$ cat src/rtl/dt_pkg.sv
package dt_pkg;
  typedef enum logic {
    TRIM_HOLD = 1'b0,
    TRIM_SKIP = 1'b1
  } trim_mode_e;

  typedef enum logic {
    SEL_CTRL   = 1'b0,
    SEL_PERIOD = 1'b1
  } wr_target_e;
endpackage

$ cat src/rtl/dt_prescaler.sv
module dt_prescaler #(
  parameter int CODE_W = 6
) (
  input  logic              clk,
  input  logic              rst_n,
  input  logic              src_en,
  input  logic [CODE_W-1:0] code_i,
  output logic              tick_o
);
  localparam int LIM_W = CODE_W + 1;

  logic [LIM_W-1:0] lim_q;
  logic [LIM_W-1:0] cnt_q;
  logic [LIM_W-1:0] lim_next;
  logic             terminal;

  // code 0 -> divide by 1, code N -> divide by 2N
  assign lim_next = (code_i == '0) ? LIM_W'(1) : {code_i, 1'b0};
  assign terminal = (cnt_q == lim_q - LIM_W'(1));
  assign tick_o   = src_en & terminal;

  always_ff @(posedge clk or negedge rst_n) begin
    if (!rst_n) begin
      lim_q <= LIM_W'(1);
      cnt_q <= '0;
    end else if (src_en) begin
      if (terminal) begin
        cnt_q <= '0;
        lim_q <= lim_next;   // new code adopted only at terminal count
      end else begin
        cnt_q <= cnt_q + LIM_W'(1);
      end
    end
  end

  assert_div_in_range_R2: assert property (@(posedge clk) disable iff (!rst_n)
    cnt_q < lim_q);
  assert_div_even_or_one_R2: assert property (@(posedge clk) disable iff (!rst_n)
    (lim_q == LIM_W'(1)) || !lim_q[0]);
  assert_div_idle_R1: assert property (@(posedge clk) disable iff (!rst_n)
    !src_en |=> $stable(cnt_q));
endmodule

$ cat src/rtl/dt_drift.sv
module dt_drift #(
  parameter int PERIOD_W = 16
) (
  input  logic                clk,
  input  logic                rst_n,
  input  logic                tick_i,
  input  logic                period_wr_i,
  input  logic [PERIOD_W-1:0] period_i,
  output logic                corr_o
);
  logic [PERIOD_W-1:0] trim_q;
  logic                active;
  logic                hit;

  assign active = |period_i;
  assign hit    = active && (trim_q == period_i - PERIOD_W'(1));
  assign corr_o = tick_i & hit;

  always_ff @(posedge clk or negedge rst_n) begin
    if (!rst_n) begin
      trim_q <= '0;
    end else if (period_wr_i) begin
      trim_q <= '0;
    end else if (tick_i && active) begin
      trim_q <= hit ? '0 : trim_q + PERIOD_W'(1);
    end
  end

  assert_trim_below_period_R5: assert property (@(posedge clk) disable iff (!rst_n)
    active |-> (trim_q < period_i));
  assert_trim_only_on_tick_R5: assert property (@(posedge clk) disable iff (!rst_n)
    (!tick_i && !period_wr_i) |=> $stable(trim_q));
endmodule

$ cat src/rtl/dt_counter.sv
module dt_counter
  import dt_pkg::*;
#(
  parameter int CNT_W = 16
) (
  input  logic             clk,
  input  logic             rst_n,
  input  logic             tick_i,
  input  logic             corr_i,
  input  trim_mode_e       mode_i,
  output logic [CNT_W-1:0] count_o
);
  logic [CNT_W-1:0] count_q;
  logic [CNT_W-1:0] step;

  always_comb begin
    if (!corr_i)                 step = CNT_W'(1);
    else if (mode_i == TRIM_SKIP) step = CNT_W'(2);
    else                         step = '0;
  end

  always_ff @(posedge clk or negedge rst_n) begin
    if (!rst_n)      count_q <= '0;
    else if (tick_i) count_q <= count_q + step;
  end

  assign count_o = count_q;

  assert_no_tick_hold_R1: assert property (@(posedge clk) disable iff (!rst_n)
    !tick_i |=> $stable(count_q));
  assert_plain_step_R4: assert property (@(posedge clk) disable iff (!rst_n)
    (tick_i && !corr_i) |=> (count_q == $past(count_q) + CNT_W'(1)));
  assert_hold_step_R6: assert property (@(posedge clk) disable iff (!rst_n)
    (tick_i && corr_i && mode_i == TRIM_HOLD) |=> $stable(count_q));
  assert_skip_step_R7: assert property (@(posedge clk) disable iff (!rst_n)
    (tick_i && corr_i && mode_i == TRIM_SKIP) |=> (count_q == $past(count_q) + CNT_W'(2)));
endmodule

$ cat src/rtl/drift_timer.sv
module drift_timer
  import dt_pkg::*;
#(
  parameter int CNT_W    = 16,
  parameter int PERIOD_W = 16,
  parameter int CODE_W   = 6
) (
  input  logic                    clk,
  input  logic                    rst_n,
  input  logic                    src_en,
  input  logic                    wr_en,
  input  logic                    wr_sel,
  input  logic [PERIOD_W-1:0]     wr_data,
  output logic [CODE_W+1:0]       ctrl_rdata,
  output logic [CNT_W-1:0]        count_o
);
  localparam int CTRL_W   = CODE_W + 2;
  localparam int MODE_BIT = CODE_W + 1;
  localparam int RSVD_BIT = CODE_W;

  logic [CTRL_W-1:0]   ctrl_q;
  logic [PERIOD_W-1:0] period_q;
  logic                tick;
  logic                corr;
  logic                ctrl_wr;
  logic                period_wr;
  trim_mode_e          mode;

  assign ctrl_wr   = wr_en && (wr_target_e'(wr_sel) == SEL_CTRL);
  assign period_wr = wr_en && (wr_target_e'(wr_sel) == SEL_PERIOD);
  assign mode      = trim_mode_e'(ctrl_q[MODE_BIT]);

  always_ff @(posedge clk or negedge rst_n) begin
    if (!rst_n) begin
      ctrl_q   <= '0;
      period_q <= '0;
    end else begin
      if (ctrl_wr) begin
        ctrl_q[MODE_BIT]     <= wr_data[MODE_BIT];
        ctrl_q[RSVD_BIT]     <= 1'b0;          // reserved bit not stored
        ctrl_q[CODE_W-1:0]   <= wr_data[CODE_W-1:0];
      end
      if (period_wr) period_q <= wr_data;
    end
  end

  dt_prescaler #(.CODE_W(CODE_W)) u_presc (
    .clk    (clk),
    .rst_n  (rst_n),
    .src_en (src_en),
    .code_i (ctrl_q[CODE_W-1:0]),
    .tick_o (tick)
  );

  dt_drift #(.PERIOD_W(PERIOD_W)) u_drift (
    .clk         (clk),
    .rst_n       (rst_n),
    .tick_i      (tick),
    .period_wr_i (period_wr),
    .period_i    (period_q),
    .corr_o      (corr)
  );

  dt_counter #(.CNT_W(CNT_W)) u_cnt (
    .clk     (clk),
    .rst_n   (rst_n),
    .tick_i  (tick),
    .corr_i  (corr),
    .mode_i  (mode),
    .count_o (count_o)
  );

  assign ctrl_rdata = ctrl_q;

  assert_trim_off_plain_R8: assert property (@(posedge clk) disable iff (!rst_n)
    (tick && period_q == '0) |=> (count_o == $past(count_o) + CNT_W'(1)));
  assert_tick_needs_src_R1: assert property (@(posedge clk) disable iff (!rst_n)
    !src_en |=> $stable(count_o));
endmodule

$ cat config.mk
export PLATFORM = sky130hd
export DESIGN_NAME = drift_timer
export DESIGN_NICKNAME = d
export VERILOG_FILES = /design/src/rtl/dt_pkg.sv /design/src/rtl/dt_prescaler.sv /design/src/rtl/dt_drift.sv /design/src/rtl/dt_counter.sv /design/src/rtl/drift_timer.sv
export SDC_FILE = /design/constraint.sdc
export NUM_CORES = 1
export LEC_CHECK = 0
export BUFFER_PORTS_ARGS = -buffer_cell sky130_fd_sc_hd__buf_4
export CORE_UTILIZATION = 30
export CTS_CLUSTER_SIZE = 16
export DETAILED_ROUTE_END_ITERATION = 10
export GPL_ROUTABILITY_DRIVEN = 0
export PLACE_DENSITY = 0.56
export SLEW_MARGIN = 20
export SYNTH_ARGS = -nofsm -noshare
export SYNTH_HDL_FRONTEND = slang
export SYNTH_SLANG_ARGS = --single-unit
$ cat constraint.sdc
create_clock -name clk -period 4.06 [get_ports clk]
set_input_delay 1.218 -clock clk [delete_from_list [all_inputs] [get_ports clk]]
set_output_delay 1.218 -clock clk [all_outputs]
set_load 0.03 [all_outputs]
==> run_results.csv, run 1 <==
group,metric,value,unit
setup_path,cp_slowest_stage_delay,0.55,ns
clocking,numCtsBuffers,9,
setup_path,cp_data_required_time,4.31,ns
run_status,status,"completed",
synthesis,yosys.area_share.adder,2.68,%
setup_path,path_cells,"inv_1, ha_1, or4b_4, nor4b_4, mux2i_1, o31ai_1, o2bb2ai_2, nor2_1, nand3_1, ha_1, inv_1, fa_2, nor4_2, xor2_1",
layout,drive_gt1_share,24.9,%
clocking,clk_latency,0.33,ns
route,route.detailed.drc,0,
placed_design,placed_cells,593,
power,p_leak,0.00211,µW
job,drv_cap,0,
route,drt_iter0_markers,187,
global_routing,use_met1,17.7,%
worst_hold_path,hp-class,"register to register",
global_routing,use_met2,23.4,%
sta,max_freq,270,MHz
route,firstDrtPassIters,4,
sta,hold_viol_final,0,
die,die-height,118,µm
clocking,clock-sinks,69,
global_routing,grt_most_used_layer,"met2",
sta,period_needed,3.71,ns
synthesis,synth_top_area_cell,"dfrtp_1",
layout,fin_nets,461,
synthesis,synthCells,393,
die,placementRows,41,
die,die_w,118,µm
synthesis,synth-seq-area-share,43.1,%
synthesis,synth-edff-count,0,
layout,layout.cells.non_filler,609,
synthesis,ys_warn_count,0,
placed_design,hpwl,6.73,mm
synthesis,synth.avg_cell_area,10.2,µm²
route,vias,3056,
setup_path,crit_fanout,7,
clocking,clkTransAtPathRegs,0.06,ns
setup_path,crit_slowest_cell,"or4b_4",
die,initial_utilization,31.3,%
clocking,cts_tree,"yes",
synthesis,yosysUniqueCellTypes,61,
sta,worstMarginPinSlew,0.977,ns
global_routing,grt_pass1_vias,3027,
power,ir_drop,0.000206,V
die,ios,45,
synthesis,synth.area.top_cells,"dfrtp_1 (42%), mux2_2 (8.4%), xor2_1 (8.3%)",
synthesis,synth_compound_gate_area_share,6.14,%
sta,maxSlewHeadroom,34.7,%
route,drt-vias-per-instance,5.02,
clocking,cts_root_buf,"clkbuf_16",
synthesis,synth_area,4010,µm²
route,wl_per_cell,15.2,µm
synthesis,yosys.area_share.simple,23.1,%
layout,fillCellCount,1318,
synthesis,synthTopCellsByCount,"dfrtp_1 (68), xor2_1 (38), nor2_1 (36)",
sta,rsz0062_at_grt,"false",
setup_path,cp-start-kind,"register",
sta,period_share,91.3,%
die,core-area,12800,µm²
sta,drv_slew,0,
die,die_area,13800,µm²
clocking,postCtsHoldBufs,0,
route,detail-route-antenna-nets,0,
clocking,cts.path.max_buffers,2,
clocking,cts_setup_buffers,0,
layout,areaGrowthSynthToFinish,19.4,%
synthesis,ys_seq_elements,69,
global_routing,gr-usage-all-layers,14.1,%
global_routing,met3_usage,4.46,%
synthesis,synth_nets,422,
layout,n_antenna_cell,0,
synthesis,synth_top_flop_cell,"dfrtp_1",
layout,fin_util,37.4,%
placed_design,io_buffers,43,
global_routing,grt_pass1_wl,15.6,mm
sta,setup_viol_count_final,0,
setup_path,path_class,"register to register",
setup_path,end_kind,"register",
power,power_density,408,nW/µm²
sta,fin_tns_setup,0,ns
synthesis,synth_top_area_share,42.4,%
global_routing,antenna_found_initial,0,
global_routing,grt_start_max_net_pins,70,
clocking,htree_levels,3,
synthesis,synth_most_common_cell,"dfrtp_1",
route,wl,9.29,mm
synthesis,synthXorXnorAreaFrac,12.8,%
setup_path,worstPathArrival,3.96,ns
sta,fin_skew,0.00730,ns
global_routing,grt-ovfl-total,0,
synthesis,synth.area.mux_share,8.67,%
synthesis,synth_top_family_by_area,"simple AND/OR/NAND/NOR gates",
synthesis,ys_async_sr_fraction,100,%
where the power goes:
| part | leakage [µW] | switching, µW | internal (µW) |
|---|---|---|---|
| Sequential | 0.000897 | 98.1 | 755 |
| Clock | 0.000135 | 311 | 434 |
| Combinational | 0.00108 | 184 | 171 |
per-stage QoR:
step / cell area, µm² / power [µW] / hold slack [ns] / setup WS, ns
after detailed placement: 4480 / 1220 / 0.458 / 0.119
after CTS: 4760 / 1980 / 0.476 / 0.100
after floorplan: 4010 / 1100 / 0.474 / 0.484
final: 4790 / 1950 / 0.471 / 0.354
after global routing: 4790 / 2060 / 0.501 / 0.0498
after global placement: 4480 / 1210 / 0.463 / 0.296
layer usage:
layer / part of all wire, % / routed length (µm) / vias to the layer above
li1: - / - / 1472
met1: 46 / 4260 / 1507
met2: 49 / 4510 / 69
met3: 4.9 / 456 / 8
met4: 0.74 / 69 / 0
met5: 0 / 0 / -
final timing paths:
| kind | start | to | cells past startpoint | slack (ns) |
|---|---|---|---|---|
| max | period_q[0]$_DFFE_PN0P_ | u_cnt.count_o[8]$_DFFE_PN0P_ | 14 | 0.35 |
| min | u_cnt.count_o[15]$_DFFE_PN0P_ | u_cnt.count_o[15]$_DFFE_PN0P_ | 1 | 0.47 |
| max reg2reg | period_q[0]$_DFFE_PN0P_ | u_cnt.count_o[8]$_DFFE_PN0P_ | 14 | 0.35 |
| min reg2reg | u_cnt.count_o[15]$_DFFE_PN0P_ | u_cnt.count_o[15]$_DFFE_PN0P_ | 1 | 0.47 |
| max in group asynchronous | rst_n | u_cnt.count_o[8]$_DFFE_PN0P_ | 1 | 2.46 |
| min in group asynchronous | rst_n | u_drift.trim_q[11]$_DFFE_PN0P_ | 1 | 1.02 |
cell families (layout without fill, tap and decap cells):
family / count (synthesis) / after routing
other: 1 / 1
AO/OA/AOI/OAI: 35 / 35
multiplexers: 31 / 31
buffers and inverters: 30 / 74
adder cells (fa/ha/maj): 8 / 8
AND/OR/NAND/NOR: 162 / 162
flip-flops: 69 / 69
XOR/XNOR: 57 / 57
layout make-up:
cell class | instances | area, µm² | share of cell area, %
Multi-Input combinational cell | 294 | 2170 | 45.3
Inverter | 12 | 45.0 | 0.940
Timing Repair Buffer | 46 | 345 | 7.21
Clock buffer | 10 | 239 | 4.99
Clock inverter | 6 | 46.3 | 0.966
Tap cell | 172 | 215 | 4.49
Sequential cell | 69 | 1730 | 36.1
state kept, by name, summed over array words and instances (netlist names):
signal / flops
period_q: 16
u_cnt.count_o: 16
u_drift.trim_q: 16
ctrl_rdata: 7
u_presc.cnt_q: 7
u_presc.lim_q: 7
worst max-delay path: cells and delay by family (launching register included):
kind                     cells  cell delay (ns)
AO/OA/AOI/OAI                2             0.54
XOR/XNOR                     1             0.17
buffers and inverters        2             0.16
adder cells (fa/ha/maj)      3             0.86
flip-flops                   1             0.42
AND/OR/NAND/NOR              5             1.34
multiplexers                 1             0.13
cell usage in the layout (no fill, tap or decap), types with 10 or more instances in the layout:
cell type / n
mux2_2: 30
dfrtp_1: 68
nand2_1: 26
nor3_1: 11
xnor2_1: 18
nor2_1: 36
nand4_1: 10
nand3_1: 24
buf_4: 46
inv_1: 12
xor2_1: 38
timing repair:
item / 4_1_cts / 5_1_grt
gates resized for setup: 0 / 6
endpoints found under the setup margin: 0 / 7
endpoints found under the hold margin: 0 / 0
(Power assumes the default switching activity.)
==> run 2: changes to the inputs <==
Settings changed: CELL_PAD_IN_SITES_DETAIL_PLACEMENT from default to 1, CELL_PAD_IN_SITES_GLOBAL_PLACEMENT from default to 2, CORE_MARGIN from default to 3, PLACE_DENSITY 0.56 to 0.76.
==> run 2 against run 1 <==
- sequential cell count is the same
- non-clock buffer count grew 4
- combinational power grew 1%
- critical path depth is the same
==> run_results.csv, run 2 (synthesis gave the netlist of run 1 again) <==
group,metric,value,unit
clocking,numCtsBuffers,9,
setup_path,crit_fanout,7,
sta,period_needed,3.81,ns
run_status,status,"completed",
power,p_int,1360,µW
sta,rsz0062_at_grt,"false",
clocking,htree_levels,3,
sta,max_freq,263,MHz
global_routing,grt_start_max_net_pins,70,
setup_path,path_class,"register to register",
setup_path,end_kind,"register",
clocking,clkTransAtPathRegs,0.06,ns
power,p_leak,0.00212,µW
setup_path,worstPathArrival,4.07,ns
die,die-height,122,µm
power,p_total,1970,µW
global_routing,grt_pass1_vias,3323,
setup_path,path_cells,"inv_1, ha_1, or4b_1, nor4b_2, mux2i_1, o31ai_1, o2bb2ai_1, nor2_1, nand3_1, ha_1, inv_1, fa_2, nor4_2, xor2_1",
layout,final_common_cell,"dfrtp_1",
power,p_sw,607,µW
global_routing,gr-usage-all-layers,14.8,%
clocking,cts_root_buf,"clkbuf_16",
layout,areaGrowthSynthToFinish,19.7,%
route,drt_iter0_markers,113,
die,core-area,12800,µm²
global_routing,grt_pass1_wl,17.0,mm
sta,fin_skew,0.00797,ns
job,drv_cap,0,
die,ios,45,
setup_path,cp-start-kind,"register",
die,initial_utilization,31.3,%
sta,drv_slew,0,
worst_hold_path,hp-class,"register to register",
power,ir_drop,0.000174,V
global_routing,antenna_found_initial,0,
route,route.detailed.drc,0,
layout,final_cell_mix,"dfrtp_1 (68), buf_4 (50), xor2_1 (38), nor2_1 (36), mux2_2 (30)",
sta,setup_viol_count_final,0,
setup_path,cp_data_required_time,4.32,ns
die,die_area,14800,µm²
sta,holdWs,0.485,ns
power,combPwrFrac,18.3,%
clocking,cts_tree,"yes",
route,wl_per_cell,17.1,µm
layout,fin_nets,465,
clocking,cts.path.max_buffers,2,
sta,worstMarginPinSlew,0.981,ns
route,vias,3095,
power,clock_power_share,38.3,%
sta,fin_tns_setup,0,ns
global_routing,grt-ovfl-total,0,
placed_design,hpwl,7.60,mm
power,power_density,410,nW/µm²
clocking,clk_latency,0.34,ns
setup_path,crit_slowest_cell,"or4b_1",
die,placementRows,41,
setup_path,cp_slowest_stage_delay,0.52,ns
placed_design,io_buffers,43,
route,drt-vias-per-instance,5.05,
layout,n_antenna_cell,0,
sta,period_share,93.8,%
layout,fin_util,37.4,%
clocking,cts_setup_buffers,0,
power,switching_share,30.8,%
route,detail-route-antenna-nets,0,
power,pwr-share-seq,43.4,%
layout,drive_gt1_share,25.2,%
clocking,clock-sinks,69,
sta,hold_viol_final,0,
sta,maxSlewHeadroom,34.5,%
route,wl,10.5,mm
die,die_w,122,µm
route,firstDrtPassIters,4,
## run 2: changes by cell type in the layout (fill, tap and decap cells not counted), sizes merged
cell | before | now
clkinvlp | 2 | 3
buf | 46 | 50
clkinv | 2 | 1
## run 2: final timing paths
| check | slack [ns] | depth (start not counted) | start | endpoint |
|---|---|---|---|---|
| max in group asynchronous | 2.46 | 1 | rst_n | u_cnt.count_o[2]$_DFFE_PN0P_ |
| worst min-delay path | 0.49 | 1 | u_cnt.count_o[15]$_DFFE_PN0P_ | u_cnt.count_o[15]$_DFFE_PN0P_ |
| min in group asynchronous | 0.99 | 1 | rst_n | u_drift.trim_q[9]$_DFFE_PN0P_ |
| worst max register to register | 0.25 | 14 | period_q[0]$_DFFE_PN0P_ | u_cnt.count_o[6]$_DFFE_PN0P_ |
| worst min register to register | 0.49 | 1 | u_cnt.count_o[15]$_DFFE_PN0P_ | u_cnt.count_o[15]$_DFFE_PN0P_ |
| worst max-delay path | 0.25 | 14 | period_q[0]$_DFFE_PN0P_ | u_cnt.count_o[6]$_DFFE_PN0P_ |
## run 2: repair_timing
| action | CTS | global route |
|---|---|---|
| hold buffers | 0 | 0 |
| setup endpoints to repair | 0 | 4 |
| gates resized for setup | 0 | 2 |
## run 2: metrics by stage
step | instances | worst slack (ns) | area [µm²]
after floorplan | 393 | 0.484 | 4010
after global placement | 597 | 0.363 | 4510
after detailed placement | 597 | 0.182 | 4510
after CTS | 613 | 0.153 | 4790
after global routing | 613 | 0.0122 | 4800
final | 613 | 0.253 | 4800
## run 2: area by class of cell
class,instances,area (µm²)
Fill cell,1461,8020
Multi-Input combinational cell,294,2150
Sequential cell,69,1730
Timing Repair Buffer,50,375
Clock buffer,10,239
Tap cell,172,215
Clock inverter,6,45.0
Inverter,12,45.0
## run 2: metal layers
| layer | routed length, µm | track usage, % | up-vias |
|---|---|---|---|
| li1 | - | - | 1475 |
| met1 | 4750 | 18.4 | 1560 |
| met2 | 5280 | 25.4 | 53 |
| met3 | 381 | 4.09 | 7 |
| met4 | 74 | 3.57 | 0 |
| met5 | 0 | 0 | - |
## run 2: power groups by stage
stage	combinational [µW]	sequential, µW	clock, µW
after detailed placement	363	866	0
after floorplan	253	849	0
final	360	853	754
after global routing	403	868	812
after global placement	352	861	0
after CTS	364	854	776
## run 2: critical path, delay by kind of cell (launching register included)
kind	cells	cell delay [ns]
adder cells (fa/ha/maj)	3	0.86
AO/OA/AOI/OAI	2	0.53
flip-flops	1	0.42
AND/OR/NAND/NOR	5	1.43
buffers and inverters	2	0.16
XOR/XNOR	1	0.18
multiplexers	1	0.14
